<file path="src/rtl/dsss_hdr_pkg.sv">
package dsss_hdr_pkg;
  typedef enum logic [2:0] {
    PH_IDLE, PH_SYNC, PH_SFD, PH_HDR, PH_CRC, PH_DONE
  } phase_t;

  localparam logic [15:0] SFD_WORD = 16'hF3A0;
  localparam int HDR_BITS = 32;
  localparam int CRC_BITS = 16;
  localparam logic [15:0] CRC_POLY = 16'h1021;
  localparam logic [15:0] CRC_PRESET = 16'hFFFF;

  function automatic logic [15:0] crc_step(input logic [15:0] cur, input logic din);
    logic fb;
    fb = cur[15] ^ din;
    crc_step = {cur[14:0], 1'b0} ^ (fb ? CRC_POLY : 16'h0000);
  endfunction
endpackage

</file>
<file path="src/rtl/hdr_word_mux.sv">
module hdr_word_mux (
  input  logic [1:0]  mod_sel,
  input  logic [7:0]  sig_m0,
  input  logic [7:0]  sig_m1,
  input  logic [7:0]  sig_m2,
  input  logic [7:0]  sig_m3,
  input  logic [7:0]  service,
  input  logic [15:0] length_us,
  output logic [31:0] hdr_word
);
  logic [7:0] sig_byte;
  always_comb begin
    case (mod_sel)
      2'd0:    sig_byte = sig_m0;
      2'd1:    sig_byte = sig_m1;
      2'd2:    sig_byte = sig_m2;
      default: sig_byte = sig_m3;
    endcase
  end
  // bit 0 goes out first
  assign hdr_word = {length_us, service, sig_byte};
endmodule

</file>
<file path="src/rtl/hdr_crc16.sv">
module hdr_crc16
  import dsss_hdr_pkg::*;
(
  input  logic        clk,
  input  logic        rst_n,
  input  logic        clr,
  input  logic        step,
  input  logic        din,
  output logic [15:0] crc
);
  always_ff @(posedge clk or negedge rst_n) begin
    if (!rst_n)    crc <= CRC_PRESET;
    else if (clr)  crc <= CRC_PRESET;
    else if (step) crc <= crc_step(crc, din);
  end
endmodule

</file>
<file path="src/rtl/dsss_hdr_framer.sv">
module dsss_hdr_framer
  import dsss_hdr_pkg::*;
#(
  parameter int SYNC_W = 8
) (
  input  logic              clk,
  input  logic              rst_n,
  input  logic              tx_en,
  input  logic              sym_stb,
  input  logic [SYNC_W-1:0] sync_len,
  input  logic [1:0]        mod_sel,
  input  logic [7:0]        sig_m0,
  input  logic [7:0]        sig_m1,
  input  logic [7:0]        sig_m2,
  input  logic [7:0]        sig_m3,
  input  logic [7:0]        service,
  input  logic [15:0]       length_us,
  output logic              tx_bit,
  output logic              bit_vld,
  output logic              hdr_done
);
  localparam int CNT_W = (SYNC_W > 6) ? SYNC_W : 6;

  phase_t           ph;
  logic [CNT_W-1:0] cnt;
  logic [31:0]      hdr_word;
  logic [15:0]      crc;
  logic             cur_bit;
  logic             last;
  phase_t           nxt_ph;

  // named events for the checker
  logic emit;
  logic emit_sync;
  logic crc_step_en;
  assign emit        = sym_stb && (ph != PH_IDLE) && (ph != PH_DONE);
  assign emit_sync   = sym_stb && (ph == PH_SYNC);
  assign crc_step_en = sym_stb && (ph == PH_HDR);

  hdr_word_mux u_mux (
    .mod_sel(mod_sel), .sig_m0(sig_m0), .sig_m1(sig_m1), .sig_m2(sig_m2),
    .sig_m3(sig_m3), .service(service), .length_us(length_us), .hdr_word(hdr_word)
  );

  hdr_crc16 u_crc (
    .clk(clk), .rst_n(rst_n), .clr(ph == PH_IDLE), .step(crc_step_en),
    .din(cur_bit), .crc(crc)
  );

  always_comb begin
    cur_bit = 1'b0;
    last    = 1'b0;
    nxt_ph  = ph;
    case (ph)
      PH_SYNC: begin
        cur_bit = 1'b1;
        last    = (cnt == (CNT_W'(sync_len) - CNT_W'(1)));
        nxt_ph  = PH_SFD;
      end
      PH_SFD: begin
        cur_bit = SFD_WORD[cnt[3:0]];
        last    = (cnt == CNT_W'(15));
        nxt_ph  = PH_HDR;
      end
      PH_HDR: begin
        cur_bit = hdr_word[cnt[4:0]];
        last    = (cnt == CNT_W'(HDR_BITS - 1));
        nxt_ph  = PH_CRC;
      end
      PH_CRC: begin
        cur_bit = ~crc[4'd15 - cnt[3:0]];
        last    = (cnt == CNT_W'(CRC_BITS - 1));
        nxt_ph  = PH_DONE;
      end
      default: ;
    endcase
  end

  always_ff @(posedge clk or negedge rst_n) begin
    if (!rst_n) begin
      ph <= PH_IDLE; cnt <= '0; tx_bit <= 1'b0; bit_vld <= 1'b0; hdr_done <= 1'b0;
    end else if (!tx_en) begin
      ph <= PH_IDLE; cnt <= '0; tx_bit <= 1'b0; bit_vld <= 1'b0; hdr_done <= 1'b0;
    end else begin
      bit_vld <= 1'b0;
      if (ph == PH_IDLE) begin
        ph  <= (sync_len == '0) ? PH_SFD : PH_SYNC;
        cnt <= '0;
      end else if (emit) begin
        tx_bit  <= cur_bit;
        bit_vld <= 1'b1;
        if (last) begin
          ph  <= nxt_ph;
          cnt <= '0;
          if (ph == PH_CRC) hdr_done <= 1'b1;
        end else begin
          cnt <= cnt + CNT_W'(1);
        end
      end
    end
  end
endmodule

</file>
<file path="config.mk">
export PLATFORM = sky130hd
export DESIGN_NAME = dsss_hdr_framer
export DESIGN_NICKNAME = d
export VERILOG_FILES = /design/src/rtl/dsss_hdr_pkg.sv /design/src/rtl/hdr_word_mux.sv /design/src/rtl/hdr_crc16.sv /design/src/rtl/dsss_hdr_framer.sv
export SDC_FILE = /design/constraint.sdc
export NUM_CORES = 1
export LEC_CHECK = 0
export BUFFER_PORTS_ARGS = -buffer_cell sky130_fd_sc_hd__buf_2
export CAP_MARGIN = 0
export CELL_PAD_IN_SITES_DETAIL_PLACEMENT = 0
export CELL_PAD_IN_SITES_GLOBAL_PLACEMENT = 1
export CORE_MARGIN = 2
export CORE_UTILIZATION = 44
export CTS_BUF_LIST = sky130_fd_sc_hd__clkbuf_4 sky130_fd_sc_hd__clkbuf_8
export CTS_CLUSTER_DIAMETER = 200
export CTS_CLUSTER_SIZE = 40
export DETAILED_ROUTE_END_ITERATION = 10
export GPL_TIMING_DRIVEN = 0
export HOLD_SLACK_MARGIN = 0.1
export MAX_ROUTING_LAYER = met4
export PLACE_DENSITY = 0.95
export SLEW_MARGIN = 15
export SYNTH_ARGS = -nofsm -noshare
export SYNTH_HDL_FRONTEND = slang
export SYNTH_SLANG_ARGS = --single-unit
</file>
<file path="constraint.sdc">
create_clock -name clk -period 4.4 [get_ports clk]
set_input_delay 0.22 -clock clk [delete_from_list [all_inputs] [get_ports clk]]
set_output_delay 0.22 -clock clk [all_outputs]
set_load 0.02 [all_outputs]
</file>
==> flow_summary.json, run 1 <==
{
  "leakagePower_uw": 0.00131,
  "num_rows": 27,
  "synth_area_leaders": "dfstp_2 16%, dfrtp_1 14%, mux4_2 9.6%",
  "grtUsageTotal_pct": 21.3,
  "ys.flop_type": "dfstp_2",
  "hold_slack_ps": 227,
  "holdPathStages": 2,
  "crit_path_start": "cnt[0]",
  "portBuffers": 70,
  "drc_errors": 0,
  "cts.root.buffer_cell": "clkbuf_8",
  "routabilityCongestion": 0.834,
  "final_layout_size_suffix_gt1_share_pct": 38.2,
  "worstPathMaxFanout": 10,
  "drv_cap": 0,
  "syn2layout_area_growth_pct": 21.2,
  "grt_pass1_vias": 2237,
  "criticalPathCategory": "flip-flop to flip-flop",
  "worst-slew-pin-transition_ps": 698,
  "postSynthAreaPerCell_um2": 9.57,
  "synth_top_area_share_pct": 16.3,
  "vdd_ir_drop_max_mv": 0.165,
  "io_pins": 73,
  "nets": 419,
  "yosysMostFrequentCell": "nand2_1",
  "worst_slack_ps": 1640,
  "cts_max_path_buffers": 2,
  "core-area_um2": 5570,
  "cp-end-kind": "flip-flop",
  "finalWirelength_mm": 6.58,
  "synth_cells": 269,
  "grt_pass1_wl_mm": 10.5,
  "drt-pass1-iter-count": 4,
  "clk_latency_ps": 280,
  "required_ps": 4610,
  "numCtsBuffers": 5,
  "wl_met2_mm": 3.25,
  "h-tree-depth": 2,
  "rrSetupSlack_ps": 1640,
  "clk_pin_slew_worst_paths_ps": 70,
  "yosysSeqAreaShare_pct": 29.9,
  "slew_viol_final": 0,
  "initial_utilization_pct": 46.2,
  "async_flop_share_pct": 100,
  "viasPerCell": 5.72,
  "syn-cell-area_um2": 2570,
  "cts.sinks": 30,
  "ys_seq_elements": 30,
  "grt_max_degree": 31,
  "yosys_warnings": 0,
  "period_share_pct": 62.7,
  "drt_iter0_markers": 216,
  "route.vias.total": 2404,
  "fin_setup_tns_ps": 0,
  "hold_class": "input pin to flip-flop",
  "synth_top_area_cell": "dfstp_2",
  "die_w_um": 80.5,
  "synth_edf_count": 0,
  "cts_tree": "done",
  "rsz0062_at_grt": "no",
  "pre_cts_ws_ps": 1680,
  "syn_nets": 341,
  "n_antenna_cell": 0,
  "hpwl_mm": 5.03,
  "fmax_mhz": 363,
  "wl_per_cell_um": 15.7,
  "met3WireLength_um": 458,
  "cellPowerDensity_nw_per_um2": 244,
  "min_period_ps": 2760,
  "cp_data_arrival_time_ps": 2970,
  "wl_met1_mm": 2.82,
  "antenna_found_initial": 0,
  "status": "completed",
  "highest_layer": "met4",
  "holdCritStartpoint": "tx_en",
  "die_y_um": 80.5,
  "synth_cell_types": 59,
  "rr_worst_depth": 10,
  "max_slew_margin_pct": 53.5,
  "rr_startpoint": "cnt[0]",
  "ys_top_cells_by_count": "42 x nand2_1, 25 x o21ai_0, 16 x dfstp_2, 14 x dfrtp_1, 12 x a21oi_1",
  "fillers": 521,
  "critPathLaunchType": "flip-flop",
  "hold_viol": 0,
  "drtAntennaViolNets": 0,
  "die-area_um2": 6480,
  "globalRouteOverflowTotal": 0,
  "setup_viol": 0,
  "skew_ps": 5.52,
  "total_power_uw": 762
}
-- cell families (layout without fill, tap and decap cells) --
group | after synthesis | after routing | share of synthesized area (%)
XOR/XNOR | 12 | 12 | 4.38
adder cells (fa/ha/maj) | 2 | 2 | 0.972
AO/OA/AOI/OAI | 67 | 67 | 17.1
buffers and inverters | 28 | 107 | 7.15
flip-flops | 30 | 30 | 29.9
AND/OR/NAND/NOR | 105 | 105 | 20.9
multiplexers | 25 | 25 | 19.6
-- registers in the layout, indices dropped and copies added (netlist names) --
| signal | flops |
|---|---|
| u_crc.crc | 16 |
| cnt | 8 |
| ph | 3 |
| bit_vld | 1 |
| hdr_done | 1 |
| tx_bit | 1 |
-- critical path, cell delays in order (launching register included) --
cell and delay, ps:
dfrtp_1 380, buf_6 150, buf_8 150, mux4_1 610, a221oi_2 330, o221ai_1 170, a21oi_1 250, o21ai_2 130
xnor2_2 240, xor2_1 100, a21oi_1 160
-- worst paths after layout --
check,endpoint
min in group asynchronous,cnt[3]
setup reg to reg,u_crc.crc[12]
setup / recovery,u_crc.crc[12]
hold / removal,ph[2]
hold reg to reg,u_crc.crc[3]
max in group asynchronous,ph[1]
-- layout by cell type, fill, tap and decap left out, types with 2 or more instances in the layout --
cell / synthesis / layout
buf_2: 6 / 76
nand2_1: 42 / 42
o21ai_0: 25 / 25
dfstp_2: 16 / 16
dfrtp_1: 14 / 14
a21oi_1: 12 / 12
mux4_2: 11 / 11
nor3_1: 10 / 10
nor2_1: 8 / 8
inv_1: 7 / 7
buf_6: 7 / 7
mux4_1: 7 / 7
xor2_1: 6 / 6
nor2b_1: 6 / 6
nand3_1: 6 / 6
clkbuf_8: 0 / 6
clkbuf_1: 5 / 5
and3_1: 5 / 5
mux2i_1: 5 / 5
nor3b_1: 5 / 5
xnor2_1: 5 / 5
o21a_1: 4 / 4
nand2b_1: 4 / 4
or3_1: 4 / 4
a31oi_1: 4 / 4
a211o_1: 3 / 3
and2_1: 3 / 3
clkbuf_4: 1 / 2
mux2_2: 2 / 2
or4_1: 2 / 2
nand4_1: 2 / 2
nor4_1: 2 / 2
o31ai_1: 2 / 2
ha_1: 2 / 2
-- cell type report --
type | count | area [um2] | share of cell area [%]
flip-flops and latches | 30 | 771 | 24.7
repair buffers | 71 | 360 | 11.6
multi-input cells | 211 | 1620 | 51.9
clock buffers | 7 | 90.1 | 2.89
well taps | 72 | 90.1 | 2.89
clock inverters | 1 | 5.00 | 0.160
inverters | 7 | 26.3 | 0.842
plain buffers | 21 | 158 | 5.05
-- metrics by stage --
| step | util [%] | instance area, um2 | instances |
|---|---|---|---|
| after floorplan | - | 2570 | 269 |
| after global placement | 54.1 | 3010 | 411 |
| after detailed placement | 54.1 | 3010 | 411 |
| after CTS | 56.0 | 3120 | 420 |
| after global routing | 56.0 | 3120 | 420 |
| final | 56.0 | 3120 | 420 |
-- where the power goes --
group | switching [uW] | leakage (uW) | total [uW] | internal (uW)
logic | 109 | 0.000899 | 213 | 104
registers | 10.7 | 0.000360 | 310 | 299
clock network | 107 | 0.0000517 | 239 | 132
total | 226 | 0.00131 | 762 | 535
-- metal layers --
layer  vias to the layer above  track usage [%]
li1                       1161                -
met1                      1154             26.4
met2                        83             35.8
met3                         6             4.27
met4                         0             5.25
met5                         -                -
-- what timing repair did --
action	in CTS	in global routing
endpoints found under the hold margin	14	0
hold buffers	1	0
gates resized for setup	0	0
setup buffers	0	0
(Power assumes the default switching activity.)
==> run 2, diff against run 1 <==
Settings changed: CORE_UTILIZATION 44 to 41.
Clock period 4.4 ns to 2.9 ns, I/O delays scaled along.
==> flow_summary.json, run 2 (same netlist as run 1, synthesis figures left out) <==
{
  "status": "completed",
  "grt_max_degree": 31,
  "portBuffers": 70,
  "min_period_ps": 2760,
  "worst-slew-pin-transition_ps": 716,
  "final_layout_size_suffix_gt1_share_pct": 38.5,
  "drv_cap": 0,
  "holdCritStartpoint": "tx_en",
  "antenna_found_initial": 0,
  "rrSetupSlack_ps": 140,
  "io_pins": 73,
  "fmax_mhz": 363,
  "numCtsBuffers": 5,
  "viasPerCell": 5.66,
  "final_util_pct": 52.6,
  "timing.rr.end": "u_crc.crc[5]",
  "num_rows": 28,
  "drt-pass1-iter-count": 4,
  "regMostFlops": "u_crc.crc",
  "vdd_ir_drop_max_mv": 0.253,
  "largest_register_ffs": 16,
  "die_w_um": 83.2,
  "cts.sinks": 30,
  "hold_viol": 0,
  "endpoint": "u_crc.crc[5]",
  "n_antenna_cell": 0,
  "slew_viol_final": 0,
  "nets": 419,
  "route.vias.total": 2395,
  "critPathLaunchType": "flip-flop",
  "required_ps": 3120,
  "rr_worst_depth": 10,
  "grt_pass1_vias": 2435,
  "skew_ps": 7.76,
  "cts_tree": "done",
  "holdPathStages": 2,
  "h-tree-depth": 2,
  "globalRouteOverflowTotal": 0,
  "most-common-layout-cells": "76 x buf_2, 42 x nand2_1, 25 x o21ai_0, 16 x dfstp_2, 14 x dfrtp_1",
  "max_slew_margin_pct": 51.9,
  "criticalPathCategory": "flip-flop to flip-flop",
  "initial_utilization_pct": 43.0,
  "clk_pin_slew_worst_paths_ps": 70,
  "cp_data_arrival_time_ps": 2980,
  "grtUsageTotal_pct": 20.4,
  "die-area_um2": 6930,
  "syn2layout_area_growth_pct": 22.5,
  "rr_startpoint": "cnt[0]",
  "crit_path_start": "cnt[0]",
  "pre_cts_ws_ps": 54.2,
  "core-area_um2": 5990,
  "finalWirelength_mm": 6.73,
  "drc_errors": 0,
  "drtAntennaViolNets": 0,
  "worst_slack_ps": 143,
  "worstPathMaxFanout": 10,
  "setup_viol": 0,
  "cts_max_path_buffers": 2,
  "cellPowerDensity_nw_per_um2": 387,
  "fillers": 568,
  "top_regs": "u_crc.crc (16), cnt (8), ph (3)",
  "drt_iter0_markers": 125,
  "final_common_cell": "buf_2",
  "routabilityCongestion": 0.901,
  "leakagePower_uw": 0.00132,
  "cp-end-kind": "flip-flop",
  "period_share_pct": 95.1,
  "hpwl_mm": 5.20,
  "clk_latency_ps": 290,
  "hold_class": "input pin to flip-flop",
  "wl_per_cell_um": 15.9,
  "cts.root.buffer_cell": "clkbuf_8",
  "grt_pass1_wl_mm": 11.3,
  "die_y_um": 83.2
}
## run 2: cell types whose count changed in the layout (fill, tap and decap cells not counted)
cell,change
a21oi_1,-1
a21oi_2,+1
a221oi_2,-1
a221oi_4,+1
bufinv_16,+1
clkbuf_4,-1
clkbuf_8,-1
clkinv_2,+1
## run 2: how the worst min path moves through the flow
stage                to
4_1_cts        hdr_done
3_5_place_dp      ph[0]
6_report       hdr_done
5_1_grt        hdr_done
3_3_place_gp     cnt[2]
2_1_floorplan   bit_vld
## run 2: cell type report
type | count | area, um2 | share of cell area, %
well taps | 75 | 93.8 | 2.98
clock buffers | 5 | 68.8 | 2.18
multi-input cells | 211 | 1630 | 51.8
clock inverters | 3 | 40.0 | 1.27
inverters | 7 | 26.3 | 0.834
flip-flops and latches | 30 | 771 | 24.5
plain buffers | 21 | 158 | 5.00
repair buffers | 71 | 360 | 11.4
## run 2: metal layers
| metal | global-route usage, % | up-vias | part of all wire [%] |
|---|---|---|---|
| li1 | - | 1161 | - |
| met1 | 24.5 | 1140 | 42 |
| met2 | 33.8 | 84 | 49 |
| met3 | 4.47 | 10 | 7.3 |
| met4 | 7.15 | 0 | 1.5 |
| met5 | - | - | 0 |
## run 2: power by group
part	switching (uW)	total [uW]	internal [uW]	leakage, uW
clock	170	423	253	0.0000579
sequential	16.8	471	454	0.000360
combinational	168	326	158	0.000901
## run 2: metrics by stage
step / hold WS, ps / setup TNS (ps) / area (um2) / cells / power, uW
final: 135 / 0 / 3150 / 423 / 1220
after global placement: 225 / 0 / 3020 / 414 / 792
after CTS: 133 / 0 / 3140 / 423 / 1220
after floorplan: -151 / 0 / 2570 / 269 / 689
after global routing: 136 / -3.64 / 3150 / 423 / 1280
after detailed placement: 223 / 0 / 3020 / 414 / 800
## run 2: critical path, stage by stage, from the launching register on
cell and delay (ps):
dfrtp_1 400, buf_6 160, buf_8 150, mux4_1 630, a221oi_4 340, o221ai_1 190
a21oi_2 190, o21ai_2 110, xnor2_2 240, xor2_1 190, a21oi_1 90
## run 2: timing repair
item | CTS | global route
hold buffers | 1 | 0
setup buffers | 0 | 0
endpoints found under the setup margin | 0 | 2
hold endpoints to repair | 14 | 0
resized for setup | 0 | 2
==> run 3, diff against run 2 <==
Settings changed: CELL_PAD_IN_SITES_DETAIL_PLACEMENT 0 to 1, TNS_END_PERCENT from default to 30.
==> flow_summary.json, run 3 (same netlist as run 1, synthesis figures left out) <==
{
  "criticalPathCategory": "flip-flop to flip-flop",
  "die_y_um": 83.2,
  "antenna_found_initial": 0,
  "hold_class": "input pin to flip-flop",
  "min_period_ps": 2790,
  "cts.root.buffer_cell": "clkbuf_8",
  "hold_viol": 0,
  "grtUsageTotal_pct": 23.8,
  "grt_pass1_vias": 2671,
  "slowest_delay_ps": 570,
  "swShare_pct": 30.7,
  "finalNonFillerCells": 424,
  "critPathLaunchType": "flip-flop",
  "grt_pass1_wl_mm": 13.0,
  "nets": 420,
  "clk_latency_ps": 300,
  "die-area_um2": 6930,
  "combPwrFrac_pct": 28.6,
  "clockPowerShare_pct": 31.7,
  "syn2layout_area_growth_pct": 22.3,
  "route.vias.total": 2521,
  "h-tree-depth": 2,
  "viasPerCell": 5.95,
  "skew_ps": 13.4,
  "fillers": 722,
  "cp_data_arrival_time_ps": 3000,
  "core-area_um2": 5990,
  "cp_slowest_cell": "mux4_2",
  "cts_max_path_buffers": 2,
  "num_rows": 28,
  "largest_register_ffs": 16,
  "drt_iter0_markers": 139,
  "placed_cell_area_um2": 3020,
  "top_regs": "u_crc.crc (16), cnt (8), ph (3)",
  "required_ps": 3110,
  "final_layout_size_suffix_gt1_share_pct": 39.3,
  "worst-slew-pin-transition_ps": 735,
  "drc_errors": 0,
  "cts_tree": "done",
  "drv_cap": 0,
  "status": "completed",
  "drt-pass1-iter-count": 4,
  "period_share_pct": 96.1,
  "grt_max_degree": 31,
  "design_area_um2": 3150,
  "globalRouteOverflowTotal": 0,
  "n_antenna_cell": 0,
  "fmax_mhz": 359,
  "placedCellCount": 414,
  "cp-end-kind": "flip-flop",
  "slew_viol_final": 0,
  "most-common-layout-cells": "76 x buf_2, 42 x nand2_1, 25 x o21ai_0, 16 x dfstp_2, 14 x dfrtp_1",
  "seqPwrFrac_pct": 39.8,
  "vdd_ir_drop_max_mv": 0.327,
  "fin_setup_tns_ps": 0,
  "io_pins": 73,
  "cts.sinks": 30,
  "hold_slack_ps": 131,
  "finalWirelength_mm": 8.15,
  "final_util_pct": 52.5,
  "die_w_um": 83.2,
  "p_int_uw": 825,
  "routabilityCongestion": 0.901,
  "path_cells": "buf_6 > buf_8 > mux4_2 > a221oi_4 > o221ai_1 > a21oi_2 > o21ai_2 > xnor2_2 > xor2_1 > a21oi_1",
  "leakagePower_uw": 0.00132,
  "initial_utilization_pct": 43.0,
  "critPathTopFamily": "compound AO/OA/AOI/OAI gates",
  "hpwl_mm": 6.26,
  "cellPowerDensity_nw_per_um2": 378,
  "wl_per_cell_um": 19.2,
  "numCtsBuffers": 5,
  "setup_viol": 0,
  "drtAntennaViolNets": 0,
  "switchingPower_uw": 366,
  "crit_buf_inv": 2,
  "portBuffers": 70,
  "final_common_cell": "buf_2",
  "worstPathMaxFanout": 10,
  "clk_pin_slew_worst_paths_ps": 70,
  "max_slew_margin_pct": 50.6,
  "regMostFlops": "u_crc.crc"
}
run 3: routing by layer:
metal,global-route usage (%),vias up,part of all wire [%]
li1,-,1158,-
met1,26.3,1267,39
met2,44.0,82,54
met3,3.88,14,4.6
met4,7.00,0,1.9
met5,-,-,0
run 3: stage by stage:
stage          power [uW]  setup slack (ps)
2_1_floorplan         689               579
3_3_place_gp          792               163
3_5_place_dp          812              30.4
4_1_cts              1190              3.19
5_1_grt              1250             -36.4
6_report             1190               114
run 3: cell type report:
cell class / count / area, um2 / share of cell area, %
inverter: 7 / 26.3 / 0.835
timing repair buffer: 72 / 368 / 11.7
tap: 75 / 93.8 / 2.98
multi-input combinational: 211 / 1630 / 51.9
buffer: 21 / 158 / 5.01
clock buffer: 8 / 97.6 / 3.10
sequential: 30 / 771 / 24.5
run 3: worst paths after layout:
check / from / endpoint / slack [ps] / cells past startpoint
max in group asynchronous: rst_n / hdr_done / 2030 / 2
min: tx_en / ph[2] / 130 / 2
max: cnt[0] / u_crc.crc[5] / 110 / 10
max reg2reg: cnt[0] / u_crc.crc[5] / 110 / 10
min in group asynchronous: rst_n / cnt[1] / 420 / 2
min reg2reg: u_crc.crc[13] / u_crc.crc[14] / 470 / 2
run 3: timing repair:
| action | CTS | global route |
|---|---|---|
| gates resized for setup | 0 | 4 |
| endpoints found under the setup margin | 0 | 2 |
| buffers inserted | 0 | 1 |
| hold endpoints to repair | 14 | 0 |
| hold buffers | 1 | 0 |
run 3: power groups by stage:
stage	clock (uW)	combinational [uW]	sequential [uW]
finish	377	340	474
global route	399	371	477
CTS	377	336	474
detailed placement	0	332	480
global placement	0	315	477
floorplan	0	214	475
run 3: worst register-to-register path, cell delays in order (launching register included):
cell	delay, ps
dfrtp_1	400
buf_6	160
buf_8	150
mux4_2	570
a221oi_4	370
o221ai_1	190
a21oi_2	190
o21ai_2	120
xnor2_2	280
xor2_1	100
a21oi_1	170
